--- src/rtl/tag_check_pkg.sv ---
package tag_check_pkg;
  parameter int CLASS_W   = 3;
  parameter int NUM_CLASS = 7;
  parameter int FIELD_W   = 3;
  parameter int POLICY_W  = 1 + NUM_CLASS * FIELD_W;

  typedef enum logic [1:0] {
    ROLE_SRC_DATA = 2'd0,
    ROLE_DST_DATA = 2'd1,
    ROLE_ADDR     = 2'd2,
    ROLE_PC       = 2'd3
  } role_e;

  typedef struct packed {
    logic capture;
    logic clear;
  } chk_strobe_t;
endpackage

--- src/rtl/tag_check_datapath.sv ---
module tag_check_datapath
  import tag_check_pkg::*;
#(
  parameter int ClassW   = CLASS_W,
  parameter int NumClass = NUM_CLASS,
  parameter int FieldW   = FIELD_W,
  localparam int PolicyW = 1 + NumClass * FieldW
) (
  input  logic               clk,
  input  logic               rstN,
  input  logic               cfgWrEn,
  input  logic [PolicyW-1:0] cfgWrData,
  output logic [PolicyW-1:0] policyQ,
  input  logic               instValid,
  input  logic [ClassW-1:0]  instClass,
  input  logic               tagSrcData,
  input  logic               tagDstData,
  input  logic               tagAddr,
  input  logic               tagPcTarget,
  input  chk_strobe_t        strobe,
  output logic               violation,
  output logic               causeValid,
  output logic [ClassW-1:0]  causeClass,
  output logic [1:0]         causeRole
);
  logic [FieldW-1:0] fieldArr [NumClass];
  logic [FieldW-1:0] selField;
  logic              hitSrc, hitDst, hitAddr, hitPc;
  role_e             hitRole;

  always_ff @(posedge clk) begin
    if (!rstN) policyQ <= '0;
    else if (cfgWrEn) policyQ <= cfgWrData;
  end

  for (genvar c = 0; c < NumClass; c++) begin : g_field
    assign fieldArr[c] = policyQ[1 + c*FieldW +: FieldW];
  end

  always_comb begin
    selField = '0;
    for (int c = 0; c < NumClass; c++) begin
      if (int'(instClass) == c) selField = fieldArr[c];
    end
  end

  assign hitSrc  = instValid & selField[0] & tagSrcData;
  assign hitDst  = instValid & selField[1] & tagDstData;
  assign hitAddr = instValid & selField[2] & tagAddr;
  assign hitPc   = instValid & policyQ[0] & tagPcTarget;
  assign violation = hitSrc | hitDst | hitAddr | hitPc;

  always_comb begin
    if (hitPc)        hitRole = ROLE_PC;
    else if (hitAddr) hitRole = ROLE_ADDR;
    else if (hitDst)  hitRole = ROLE_DST_DATA;
    else              hitRole = ROLE_SRC_DATA;
  end

  always_ff @(posedge clk) begin
    if (!rstN) begin
      causeValid <= 1'b0;
      causeClass <= '0;
      causeRole  <= '0;
    end else if (strobe.capture) begin
      causeValid <= 1'b1;
      causeClass <= instClass;
      causeRole  <= hitRole;
    end else if (strobe.clear) begin
      causeValid <= 1'b0;
    end
  end
endmodule

--- src/rtl/tag_check_control.sv ---
module tag_check_control
  import tag_check_pkg::*;
(
  input  logic        clk,
  input  logic        rstN,
  input  logic        violation,
  input  logic        causeValid,
  input  logic        causeClr,
  output chk_strobe_t strobe,
  output logic        blockAccess,
  output logic        secExc
);
  always_comb begin
    strobe.capture = violation & (~causeValid | causeClr);
    strobe.clear   = causeClr;
  end

  assign blockAccess = violation;

  always_ff @(posedge clk) begin
    if (!rstN) secExc <= 1'b0;
    else       secExc <= violation;
  end
endmodule

--- src/rtl/tag_check_unit.sv ---
module tag_check_unit
  import tag_check_pkg::*;
#(
  parameter int ClassW   = CLASS_W,
  parameter int NumClass = NUM_CLASS,
  parameter int FieldW   = FIELD_W,
  localparam int PolicyW = 1 + NumClass * FieldW
) (
  input  logic               clk,
  input  logic               rstN,
  input  logic               cfgWrEn,
  input  logic [PolicyW-1:0] cfgWrData,
  output logic [PolicyW-1:0] cfgRdData,
  input  logic               causeClr,
  input  logic               instValid,
  input  logic [ClassW-1:0]  instClass,
  input  logic               tagSrcData,
  input  logic               tagDstData,
  input  logic               tagAddr,
  input  logic               tagPcTarget,
  output logic               blockAccess,
  output logic               secExc,
  output logic               causeValid,
  output logic [ClassW-1:0]  causeClass,
  output logic [1:0]         causeRole
);
  chk_strobe_t strobe;
  logic        violation;

  tag_check_datapath #(
    .ClassW(ClassW), .NumClass(NumClass), .FieldW(FieldW)
  ) u_dp (
    .clk(clk), .rstN(rstN),
    .cfgWrEn(cfgWrEn), .cfgWrData(cfgWrData), .policyQ(cfgRdData),
    .instValid(instValid), .instClass(instClass),
    .tagSrcData(tagSrcData), .tagDstData(tagDstData),
    .tagAddr(tagAddr), .tagPcTarget(tagPcTarget),
    .strobe(strobe), .violation(violation),
    .causeValid(causeValid), .causeClass(causeClass), .causeRole(causeRole)
  );

  tag_check_control u_ctl (
    .clk(clk), .rstN(rstN),
    .violation(violation), .causeValid(causeValid), .causeClr(causeClr),
    .strobe(strobe), .blockAccess(blockAccess), .secExc(secExc)
  );
endmodule

--- config.mk ---
export PLATFORM = sky130hd
export DESIGN_NAME = tag_check_unit
export DESIGN_NICKNAME = d
export VERILOG_FILES = /design/src/rtl/tag_check_pkg.sv /design/src/rtl/tag_check_datapath.sv /design/src/rtl/tag_check_control.sv /design/src/rtl/tag_check_unit.sv
export SDC_FILE = /design/constraint.sdc
export NUM_CORES = 1
export LEC_CHECK = 0
export BUFFER_PORTS_ARGS = -buffer_cell sky130_fd_sc_hd__buf_2
export CAP_MARGIN = 20
export CORE_MARGIN = 3
export CORE_UTILIZATION = 42
export CTS_CLUSTER_SIZE = 24
export DETAILED_ROUTE_END_ITERATION = 8
export PLACE_DENSITY = 0.75
export SLEW_MARGIN = 10
export SYNTH_ARGS = -nofsm -noshare
export SYNTH_HDL_FRONTEND = slang
export SYNTH_SLANG_ARGS = --single-unit
--- constraint.sdc ---
create_clock -name clk -period 1.4 [get_ports clk]
set_input_delay 0.14 -clock clk [delete_from_list [all_inputs] [get_ports clk]]
set_output_delay 0.14 -clock clk [all_outputs]
set_load 0.02 [all_outputs]
==> flow_metrics.env, run 1 <==
export IMPL_syn_area_per_cell_um2=10.1
export IMPL_fill_cells=292
export IMPL_setup_tns_ps=-2410
export IMPL_mostFrequentLayoutCells="buf_2 (62), mux2i_1 (23), nor2b_1 (23), dfxtp_1 (23), buf_4 (17)"
export IMPL_reg2reg_depth=8
export IMPL_path_depth=5
export IMPL_setup_viol=8
export IMPL_wl_met2_um=1940
export IMPL_antenna_found_initial=0
export IMPL_path_buf_inv=1
export IMPL_pre_cts_slack_ps=-198
export IMPL_violations="negative setup slack"
export IMPL_synth_cell_type_count=33
export IMPL_clock_latency_ps=320
export IMPL_cts_tree="yes"
export IMPL_yosysSeqAreaShare_pct=39.3
export IMPL_place_gp_congestion=0.882
export IMPL_status="complete, but fails checks"
export IMPL_fp_dieW_um=65.3
export IMPL_ir_drop_uv=589
export IMPL_clock_sinks=29
export IMPL_skew_ps=7.55
export IMPL_synthCells=146
export IMPL_slew_limit_headroom_pct=70.3
export IMPL_wl_met1_um=1600
export IMPL_leakage_nw=1.03
export IMPL_final_nets=263
export IMPL_post_drt_wl_per_cell_um=14.7
export IMPL_postRouteAntennaNets=0
export IMPL_crit_path_max_fanout=2
export IMPL_grt_pass1_wl_um=6650
export IMPL_final_util_pct=65.1
export IMPL_routed_wirelength_um=4000
export IMPL_drt_iter0_markers=58
export IMPL_period_needed_ps=1790
export IMPL_n_antenna_cell=0
export IMPL_timing_hold_violations_final=0
export IMPL_arrival_ps=1650
export IMPL_cpPeakStageDelay_ps=350
export IMPL_grt_use_total_pct=19.7
export IMPL_wl_met3_um=430
export IMPL_ys_warn_count=0
export IMPL_final_common_cell="buf_2"
export IMPL_dr_pass1_iters=4
export IMPL_dpl_cell_count=258
export IMPL_slowest_stage="dfxtp_4"
export IMPL_worstPathCellList="mux2_4 > a32o_2 > o2111ai_4 > nand3_4 > buf_6"
export IMPL_start_util_pct=46.1
export IMPL_rsz0062_at_grt="true"
export IMPL_drc_errors=0
export IMPL_end_kind="primary output"
export IMPL_drt_vias_per_instance=5.29
export IMPL_maxCapViolations=0
export IMPL_start_kind="flip-flop"
export IMPL_grt_pass1_vias=1450
export IMPL_core_area_um2=3200
export IMPL_top_layer="met4"
export IMPL_synth_seq_cells=29
export IMPL_numCtsBuffers=5
export IMPL_slew_violations=0
export IMPL_io_buffers=63
export IMPL_power_mw=1.90
export IMPL_area_growth_pct=41.2
export IMPL_clockBufferDepth=2
export IMPL_final_setup_worst_slack_ps=-392
export IMPL_cts_root_buf="clkbuf_4"
export IMPL_drive_gt1_share_pct=47.2
export IMPL_fp_dieArea_um2=4260
export IMPL_hpwl_um=2970
export IMPL_cp_data_required_time_ps=1260
export IMPL_min_path_type="primary input to flip-flop"
export IMPL_netlist_area_um2=1480
export IMPL_grt_max_degree=34
export IMPL_overflow=0
export IMPL_min_path_cells=3
export IMPL_worst_slew_pin_slew_ps=445
export IMPL_clk_pin_slew_ps=90
export IMPL_path_class="flip-flop to primary output"
export IMPL_h_tree_depth=2
export IMPL_finalNonFillerCells=273
export IMPL_die_h_um=65.3
export IMPL_critPathTopFamily="compound AO/OA/AOI/OAI gates"
export IMPL_clock_fmax_mhz=558
export IMPL_ios=64
export IMPL_placementRows=20
export IMPL_power_density_nw_per_um2=912
export IMPL_fin_crit_sh_pct=128
export IMPL_syn_num_nets=180
export IMPL_vias=1443
==> kinds of logic after synthesis <==
| group | Yosys count | synth area share [%] |
|---|---|---|
| multiplexers | 26 | 18.1 |
| AO/OA/AOI/OAI | 27 | 17.3 |
| AND/OR/NAND/NOR | 54 | 22.0 |
| flip-flops | 29 | 39.3 |
| buffers and inverters | 10 | 3.22 |
==> final timing paths <==
| check | from | end | slack [ps] |
|---|---|---|---|
| max | u_dp.policyQ[1]$_SDFFE_PN0P_ | blockAccess | -390 |
| min | cfgWrData[3] | u_dp.policyQ[3]$_SDFFE_PN0P_ | 70 |
| max reg2reg | u_dp.policyQ[2]$_SDFFE_PN0P_ | u_dp.causeClass[0]$_SDFFE_PN0P_ | -310 |
| min reg2reg | u_dp.causeRole[1]$_SDFFE_PN0P_ | u_dp.causeRole[1]$_SDFFE_PN0P_ | 460 |
==> cell usage after synthesis, drive strengths merged <==
cell type	count	area, um^2
dfxtp	29	581
mux2i	23	230
nor2b	23	144
nand3	8	52.6
clkbuf	6	22.5
a21oi	5	25.0
and2	5	31.3
nor3	4	20.0
o22ai	4	38.8
a21o	3	22.5
a2bb2oi	3	26.3
a32o	3	30.0
buf	3	21.3
mux2	3	37.5
nand2	3	11.3
nand2b	3	18.8
nand4	3	18.8
nand3b	2	15.0
nor2	2	7.51
o2111ai	2	52.6
o22a	2	17.5
and3	1	6.26
inv	1	3.75
o2111a	1	11.3
o211a	1	10.0
o21a	1	7.51
o21ai	1	5.00
o221ai	1	8.76
==> layout make-up <==
| type | count | area (um^2) | area share, % |
|---|---|---|---|
| multi-input cells | 107 | 866 | 41.5 |
| flip-flops and latches | 29 | 591 | 28.3 |
| repair buffers | 85 | 514 | 24.7 |
| clock buffers | 7 | 55.1 | 2.64 |
| well taps | 44 | 55.1 | 2.64 |
| inverters | 1 | 3.75 | 0.180 |
==> worst reg2reg max path, delay by kind of cell (launching register included) <==
| kind | cells | cell delay (ps) |
|---|---|---|
| simple gates | 1 | 60 |
| flops | 1 | 340 |
| mux | 1 | 260 |
| compound gates | 3 | 570 |
| buf+inv | 3 | 360 |
==> state kept, by name, summed over array words and instances, names as in the netlist <==
| signal | count |
|---|---|
| u_dp.policyQ | 22 |
| u_dp.causeValid | 1 |
| u_dp.causeRole | 2 |
| u_ctl.secExc | 1 |
| u_dp.causeClass | 3 |
==> what timing repair did <==
item,CTS,global route
pin swaps,6,2
setup endpoints to repair,8,8
gates resized for setup,8,5
buffers inserted,7,3
hold buffers,0,0
==> per-layer routing <==
layer / vias to the layer above / global-route usage (%)
met5: - / 0
met4: 0 / 3.11
met3: 7 / 7.86
met2: 70 / 34.6
met1: 665 / 22.8
li1: 701 / -
==> power breakdown <==
group	leakage, nW	total, mW	switching (mW)	internal (mW)
combinational	0.755	0.482	0.252	0.231
sequential	0.241	0.914	0.0349	0.879
clock	0.0314	0.505	0.268	0.236
==> per-stage QoR <==
| stage | hold slack [ps] | instance area [um^2] |
|---|---|---|
| 2_1_floorplan | 308 | 1490 |
| 3_3_place_gp | 393 | 1930 |
| 3_5_place_dp | 410 | 1930 |
| 4_1_cts | 71.0 | 2060 |
| 5_1_grt | 71.1 | 2080 |
| 6_report | 69.9 | 2080 |
Note: power is estimated with default switching activity, not from simulation.
==> run 2, diff against run 1 <==
--- a/config.mk
+++ b/config.mk
@@ -8,10 +8,10 @@
 export BUFFER_PORTS_ARGS = -buffer_cell sky130_fd_sc_hd__buf_2
 export CAP_MARGIN = 20
 export CORE_MARGIN = 3
-export CORE_UTILIZATION = 42
+export CORE_UTILIZATION = 47
 export CTS_CLUSTER_SIZE = 24
 export DETAILED_ROUTE_END_ITERATION = 8
-export PLACE_DENSITY = 0.75
+export PLACE_DENSITY = 0.79
 export SLEW_MARGIN = 10
 export SYNTH_ARGS = -nofsm -noshare
 export SYNTH_HDL_FRONTEND = slang
==> constraint.sdc (replaced) <==
create_clock -name clk -period 1.9 [get_ports clk]
set_input_delay 0.19 -clock clk [delete_from_list [all_inputs] [get_ports clk]]
set_output_delay 0.19 -clock clk [all_outputs]
set_load 0.02 [all_outputs]
==> run 2 against run 1 <==
  * The run now ends clean
  * Sequential cell count unchanged
  * Clock power down 26%
  * Clock skew down 1.1 ps
  * Critical path depth unchanged
  * Routed wire length down 6.9%
  * Critical endpoint unchanged
  * First-iteration DRC count down 19%
  * Sequential share of layout area up 2.1 points
  * Via count down 6.5%
  * Sequential power down 26%
  * Die area down 9.7%
  * Design area down 8.4%
  * Setup slack better by 450 ps
  * Highest routed layer unchanged
==> flow_metrics.env, run 2 (same netlist as run 1, synthesis figures left out) <==
export IMPL_status="finished clean"
export IMPL_rsz0062_at_grt="false"
export IMPL_mostFrequentLayoutCells="buf_2 (62), dfxtp_1 (28), mux2i_1 (23), nor2b_1 (23), nand3_1 (7)"
export IMPL_switching_share_pct=29.4
export IMPL_final_util_pct=66.4
export IMPL_finalNonFillerCells=255
export IMPL_routed_wirelength_um=3730
export IMPL_clock_fmax_mhz=544
export IMPL_setup_tns_ps=0
export IMPL_io_buffers=63
export IMPL_cts_hold_repair_buffers=0
export IMPL_grt_max_degree=34
export IMPL_r2r_slack_ps=130
export IMPL_power_mw=1.36
export IMPL_maxCapViolations=0
export IMPL_clock_latency_ps=330
export IMPL_h_tree_depth=2
export IMPL_final_nets=247
export IMPL_place_gp_congestion=0.885
export IMPL_overflow=0
export IMPL_slew_limit_headroom_pct=57.9
export IMPL_post_drt_wl_per_cell_um=14.6
export IMPL_pwr_share_comb_pct=23.0
export IMPL_clock_sinks=29
export IMPL_r2r_end="u_dp.causeClass[1]$_SDFFE_PN0P_"
export IMPL_ios=64
export IMPL_dr_pass1_iters=4
export IMPL_cts_root_buf="clkbuf_4"
export IMPL_dpl_cell_count=243
export IMPL_setup_viol=0
export IMPL_postRouteAntennaNets=0
export IMPL_area_growth_pct=29.3
export IMPL_min_path_type="primary input to flip-flop"
export IMPL_fp_dieArea_um2=3850
export IMPL_reg2reg_depth=8
export IMPL_hold_slack_ps=113
export IMPL_final_area_um2=1910
export IMPL_drt_vias_per_instance=5.29
export IMPL_grt_pass1_wl_um=5780
export IMPL_reg_largest_list="u_dp.policyQ x22, u_dp.causeClass x3, u_dp.causeRole x2"
export IMPL_period_needed_ps=1840
export IMPL_min_path_cells=3
export IMPL_clkPwrFrac_pct=27.4
export IMPL_path_class="flip-flop to primary output"
export IMPL_start_kind="flip-flop"
export IMPL_drt_iter0_markers=47
export IMPL_grt_use_total_pct=20.7
export IMPL_hpwl_um=2780
export IMPL_fp_dieW_um=62.0
export IMPL_cp_data_required_time_ps=1710
export IMPL_drc_errors=0
export IMPL_final_common_cell="buf_2"
export IMPL_clockBufferDepth=2
export IMPL_placementRows=19
export IMPL_core_area_um2=2880
export IMPL_antenna_found_initial=0
export IMPL_skew_ps=6.48
export IMPL_crit_path_max_fanout=3
export IMPL_final_setup_worst_slack_ps=61.1
export IMPL_place_area_um2=1810
export IMPL_drive_gt1_share_pct=39.0
export IMPL_timing_hold_violations_final=0
export IMPL_n_antenna_cell=0
export IMPL_numCtsBuffers=5
export IMPL_slew_violations=0
export IMPL_fin_crit_sh_pct=96.8
export IMPL_start_util_pct=51.3
export IMPL_largest_reg_flops=22
export IMPL_clk_pin_slew_ps=90
export IMPL_die_h_um=62.0
export IMPL_leakage_nw=0.927
export IMPL_ir_drop_uv=527
export IMPL_r2r_start="u_dp.policyQ[1]$_SDFFE_PN0P_"
export IMPL_switchingPower_uw=400
export IMPL_pre_cts_slack_ps=103
export IMPL_worst_slew_pin_slew_ps=631
export IMPL_min_from="cfgWrData[20]"
export IMPL_regMostFlops="u_dp.policyQ"
export IMPL_end_kind="primary output"
export IMPL_power_density_nw_per_um2=712
export IMPL_cts_tree="yes"
export IMPL_seqPwrFrac_pct=49.6
export IMPL_arrival_ps=1650
export IMPL_vias=1349
export IMPL_hold_path_end="u_dp.policyQ[20]$_SDFFE_PN0P_"
export IMPL_power_internal_uw=961
export IMPL_grt_pass1_vias=1278
[run 2: cell types whose count changed in the layout (fill, tap and decap cells not counted), sizes merged]
cell	previous run	this run
buf	85	69
[run 2: power groups by stage]
stage / Clock (mW) / Combinational, mW / Sequential (mW)
CTS: 0.390 / 0.309 / 0.674
finish: 0.373 / 0.313 / 0.674
global placement: 0 / 0.291 / 0.687
floorplan: 0 / 0.151 / 0.732
global route: 0.409 / 0.341 / 0.679
detailed placement: 0 / 0.299 / 0.688
[run 2: final cells by class]
type | count | area (um^2)
multi-input combinational | 107 | 850
tap | 42 | 52.6
timing repair buffer | 69 | 367
fill | 254 | 967
sequential | 29 | 582
inverter | 1 | 3.75
clock buffer | 7 | 55.1
[run 2: worst max-delay path by stage]
stage / end / start / slack (ps) / cells after the start
2_1_floorplan: u_dp.causeValid$_SDFFE_PN0P_ / u_dp.policyQ[1]$_SDFFE_PN0P_ / 260 / 5
3_3_place_gp: blockAccess / instClass[1] / 160 / 6
3_5_place_dp: blockAccess / instClass[1] / 100 / 6
4_1_cts: blockAccess / u_dp.policyQ[1]$_SDFFE_PN0P_ / 8 / 5
5_1_grt: blockAccess / u_dp.policyQ[2]$_SDFFE_PN0P_ / 2 / 5
6_report: blockAccess / u_dp.policyQ[1]$_SDFFE_PN0P_ / 60 / 5
[run 2: critical path, cell delays in order (launching register included)]
cell,delay (ps)
dfxtp_2,330
mux2_4,270
a32o_2,240
o2111ai_4,230
nand3_4,110
buf_6,140
[run 2: layer usage]
metal | global-route usage, % | vias up | wire (um)
met5 | 0 | - | 0
met4 | 10.0 | 0 | 57
met3 | 8.26 | 8 | 386
met2 | 32.2 | 65 | 1660
met1 | 24.8 | 609 | 1620
li1 | - | 667 | -
[run 2: what timing repair did]
| item | 4_1_cts | 5_1_grt |
|---|---|---|
| setup endpoints to repair | 1 | 1 |
| hold endpoints to repair | 0 | 0 |
| resized for setup | 4 | 0 |
| setup buffers | 3 | 2 |
| pin swaps | 3 | 4 |
==> run 3, diff against run 2 <==
--- a/config.mk
+++ b/config.mk
@@ -5,13 +5,14 @@
 export SDC_FILE = /design/constraint.sdc
 export NUM_CORES = 1
 export LEC_CHECK = 0
+export ABC_AREA = 1
 export BUFFER_PORTS_ARGS = -buffer_cell sky130_fd_sc_hd__buf_2
 export CAP_MARGIN = 20
 export CORE_MARGIN = 3
-export CORE_UTILIZATION = 47
+export CORE_UTILIZATION = 45
 export CTS_CLUSTER_SIZE = 24
 export DETAILED_ROUTE_END_ITERATION = 8
-export PLACE_DENSITY = 0.79
+export PLACE_DENSITY = 0.78
 export SLEW_MARGIN = 10
 export SYNTH_ARGS = -nofsm -noshare
 export SYNTH_HDL_FRONTEND = slang
==> run 3 against run 2 <==
  * Combinational power up 4%
  * Fmax up 3.8%
  * Clock skew down 1.7 ps
  * Clock-buffer cell count up 1
  * Non-clock buffer count down 5
  * Design area down 9.1%
==> flow_metrics.env, run 3 <==
export IMPL_fill_cells=270
export IMPL_finalNonFillerCells=285
export IMPL_fp_dieW_um=60.7
export IMPL_syn_area_per_cell_um2=7.10
export IMPL_mostFrequentLayoutCells="buf_2 (62), nor2_1 (56), dfxtp_1 (25), o21ai_0 (24), nand2_1 (19)"
export IMPL_drt_vias_per_instance=4.93
export IMPL_grt_pass1_vias=1210
export IMPL_status="finished clean"
export IMPL_vias=1405
export IMPL_postSynth_topFlopCell="dfxtp_1"
export IMPL_cts_tree="yes"
export IMPL_arrival_ps=1580
export IMPL_final_setup_worst_slack_ps=129
export IMPL_die_h_um=60.7
export IMPL_synth_top_family_by_area="simple AND/OR/NAND/NOR gates"
export IMPL_skew_ps=4.75
export IMPL_rsz0062_at_grt="false"
export IMPL_reg_largest_list="u_dp.policyQ x22, u_dp.causeClass x3, u_dp.causeRole x2"
export IMPL_post_drt_wl_per_cell_um=11.1
export IMPL_clockBufferDepth=2
export IMPL_hpwl_um=2400
export IMPL_crit_top_cell="nand2_1"
export IMPL_antenna_found_initial=0
export IMPL_period_needed_ps=1770
export IMPL_drive_gt1_share_pct=36.6
export IMPL_core_area_um2=2810
export IMPL_final_nets=287
export IMPL_synth_edf_count=0
export IMPL_cts_root_buf="clkbuf_4"
export IMPL_netlist_area_um2=1350
export IMPL_n_antenna_cell=0
export IMPL_cts_hold_repair_buffers=0
export IMPL_yosys_area_top_type_share_pct=43.0
export IMPL_path_class="flip-flop to primary output"
export IMPL_worstPathCellList="or2_0 > nand2_1 > nand3_2 > nand2_1 > nand2_1 > nand2_2 > nand2_4 > clkinv_2 > nand2_4 > buf_4"
export IMPL_final_common_cell="buf_2"
export IMPL_ys_warn_count=0
export IMPL_synth_compound_area_share_pct=12.1
export IMPL_slew_violations=0
export IMPL_dpl_cell_count=276
export IMPL_timing_hold_violations_final=0
export IMPL_dr_pass1_iters=4
export IMPL_regMostFlops="u_dp.policyQ"
export IMPL_clock_sinks=29
export IMPL_cp_data_required_time_ps=1710
export IMPL_overflow=0
export IMPL_synthAdderAreaFrac_pct=0
export IMPL_grt_use_total_pct=18.7
export IMPL_synthXorXnorAreaFrac_pct=0
export IMPL_slowest_stage="dfxtp_2"
export IMPL_pre_cts_slack_ps=178
export IMPL_min_path_type="primary input to flip-flop"
export IMPL_start_util_pct=48.1
export IMPL_yosysSeqAreaShare_pct=43.0
export IMPL_fin_crit_sh_pct=93.2
export IMPL_ios=64
export IMPL_routed_wirelength_um=3170
export IMPL_async_flop_share_pct=0
export IMPL_placementRows=19
export IMPL_path_buf_inv=2
export IMPL_io_buffers=63
export IMPL_yosysMostFrequentCell="nor2_1"
export IMPL_grt_max_degree=29
export IMPL_postRouteAntennaNets=0
export IMPL_synth_simple_gate_area_share_pct=38.7
export IMPL_end_kind="primary output"
export IMPL_synthCells=190
export IMPL_multi_input_area_um2=694
export IMPL_cpPeakStageDelay_ps=330
export IMPL_ir_drop_uv=479
export IMPL_setup_tns_ps=0
export IMPL_yosys_area_top_type="dfxtp_1"
export IMPL_grt_pass1_wl_um=5090
export IMPL_power_density_nw_per_um2=779
export IMPL_regArea_um2=586
export IMPL_synth_seq_cells=29
export IMPL_fp_dieArea_um2=3690
export IMPL_numCtsBuffers=5
export IMPL_maxCapViolations=0
export IMPL_start_kind="flip-flop"
export IMPL_synth_mux_area_share_pct=0
export IMPL_slew_limit_headroom_pct=72.7
export IMPL_drt_iter0_markers=67
export IMPL_largest_reg_flops=22
export IMPL_critPathTopFamily="simple AND/OR/NAND/NOR gates"
export IMPL_clock_fmax_mhz=565
export IMPL_clock_latency_ps=320
export IMPL_synth_common_cells="nor2_1 (56), dfxtp_1 (29), o21ai_0 (24)"
export IMPL_leakage_nw=0.901
export IMPL_crit_path_max_fanout=4
export IMPL_drc_errors=0
export IMPL_h_tree_depth=2
export IMPL_synth_area_leaders="dfxtp_1 (43%), nor2_1 (16%), o21ai_0 (8.9%)"
export IMPL_setup_viol=0
export IMPL_synth_cell_type_count=25
export IMPL_syn_num_nets=224
export IMPL_area_growth_pct=28.7
export IMPL_worst_slew_pin_slew_ps=409
export IMPL_clk_pin_slew_ps=80
export IMPL_place_gp_congestion=0.865
run 3: cell count changes after synthesis, moves of 4 or more:
cell / previous run / this run
nor3_1: 4 / 0
nor2_1: 2 / 56
and2_1: 5 / 0
mux2i_1: 23 / 0
nand3_1: 7 / 16
o21ai_0: 1 / 24
nor2b_1: 23 / 0
nand2_2: 0 / 4
inv_2: 0 / 4
nand2_1: 3 / 19
run 3: tightest hold or removal path, cell delays in order:
cell and delay (ps):
buf_2 80, nor2_1 30, nor2_1 80
run 3: final cells by class:
type	instances	share of cell area, %
multi-input combinational	143	40.0
sequential	29	33.7
tap	31	2.24
timing repair buffer	64	18.7
inverter	10	2.45
clock buffer	8	2.81
run 3: cells by family after synthesis:
kind of cell | after synthesis
simple gates | 113
flops | 29
buf+inv | 18
compound gates | 30
run 3: power by group:
group          internal (mW)  switching, mW
Sequential             0.659         0.0302
Combinational          0.121          0.204
Clock                  0.147          0.191
Total                  0.927          0.425
run 3: path summary, 6_finish.rpt:
| kind | startpoint | to | slack [ps] | depth (start not counted) |
|---|---|---|---|---|
| worst max-delay path | u_dp.policyQ[8]$_SDFFE_PN0P_ | blockAccess | 130 | 10 |
| worst min-delay path | cfgWrData[18] | u_dp.policyQ[18]$_SDFFE_PN0P_ | 80 | 3 |
| worst max register to register | u_dp.policyQ[9]$_SDFFE_PN0P_ | u_dp.causeRole[1]$_SDFFE_PN0P_ | 450 | 11 |
| worst min register to register | u_dp.causeRole[1]$_SDFFE_PN0P_ | u_dp.causeRole[1]$_SDFFE_PN0P_ | 480 | 2 |
run 3: layer usage:
layer	global-route usage, %	up-vias	share of wire [%]
met5	0	-	0
met4	7.43	0	1.5
met1	23.7	607	46
met2	28.7	46	45
li1	-	745	-
met3	7.02	7	7.7
run 3: metrics by stage:
step / hold WS, ps / total power, mW / instance area (um^2) / util [%]
final: 84.9 / 1.35 / 1740 / 61.9
after global routing: 86.1 / 1.43 / 1740 / 61.9
after CTS: 73.7 / 1.36 / 1710 / 61.0
after detailed placement: 418 / 1.02 / 1660 / 59.2
after global placement: 414 / 1.02 / 1660 / 59.2
after floorplan: 325 / 0.909 / 1350 / -
run 3: repair_timing:
action | 4_1_cts | 5_1_grt
buffers inserted | 0 | 1
setup endpoints to repair | 0 | 1
resized for setup | 0 | 7
endpoints found under the hold margin | 0 | 0
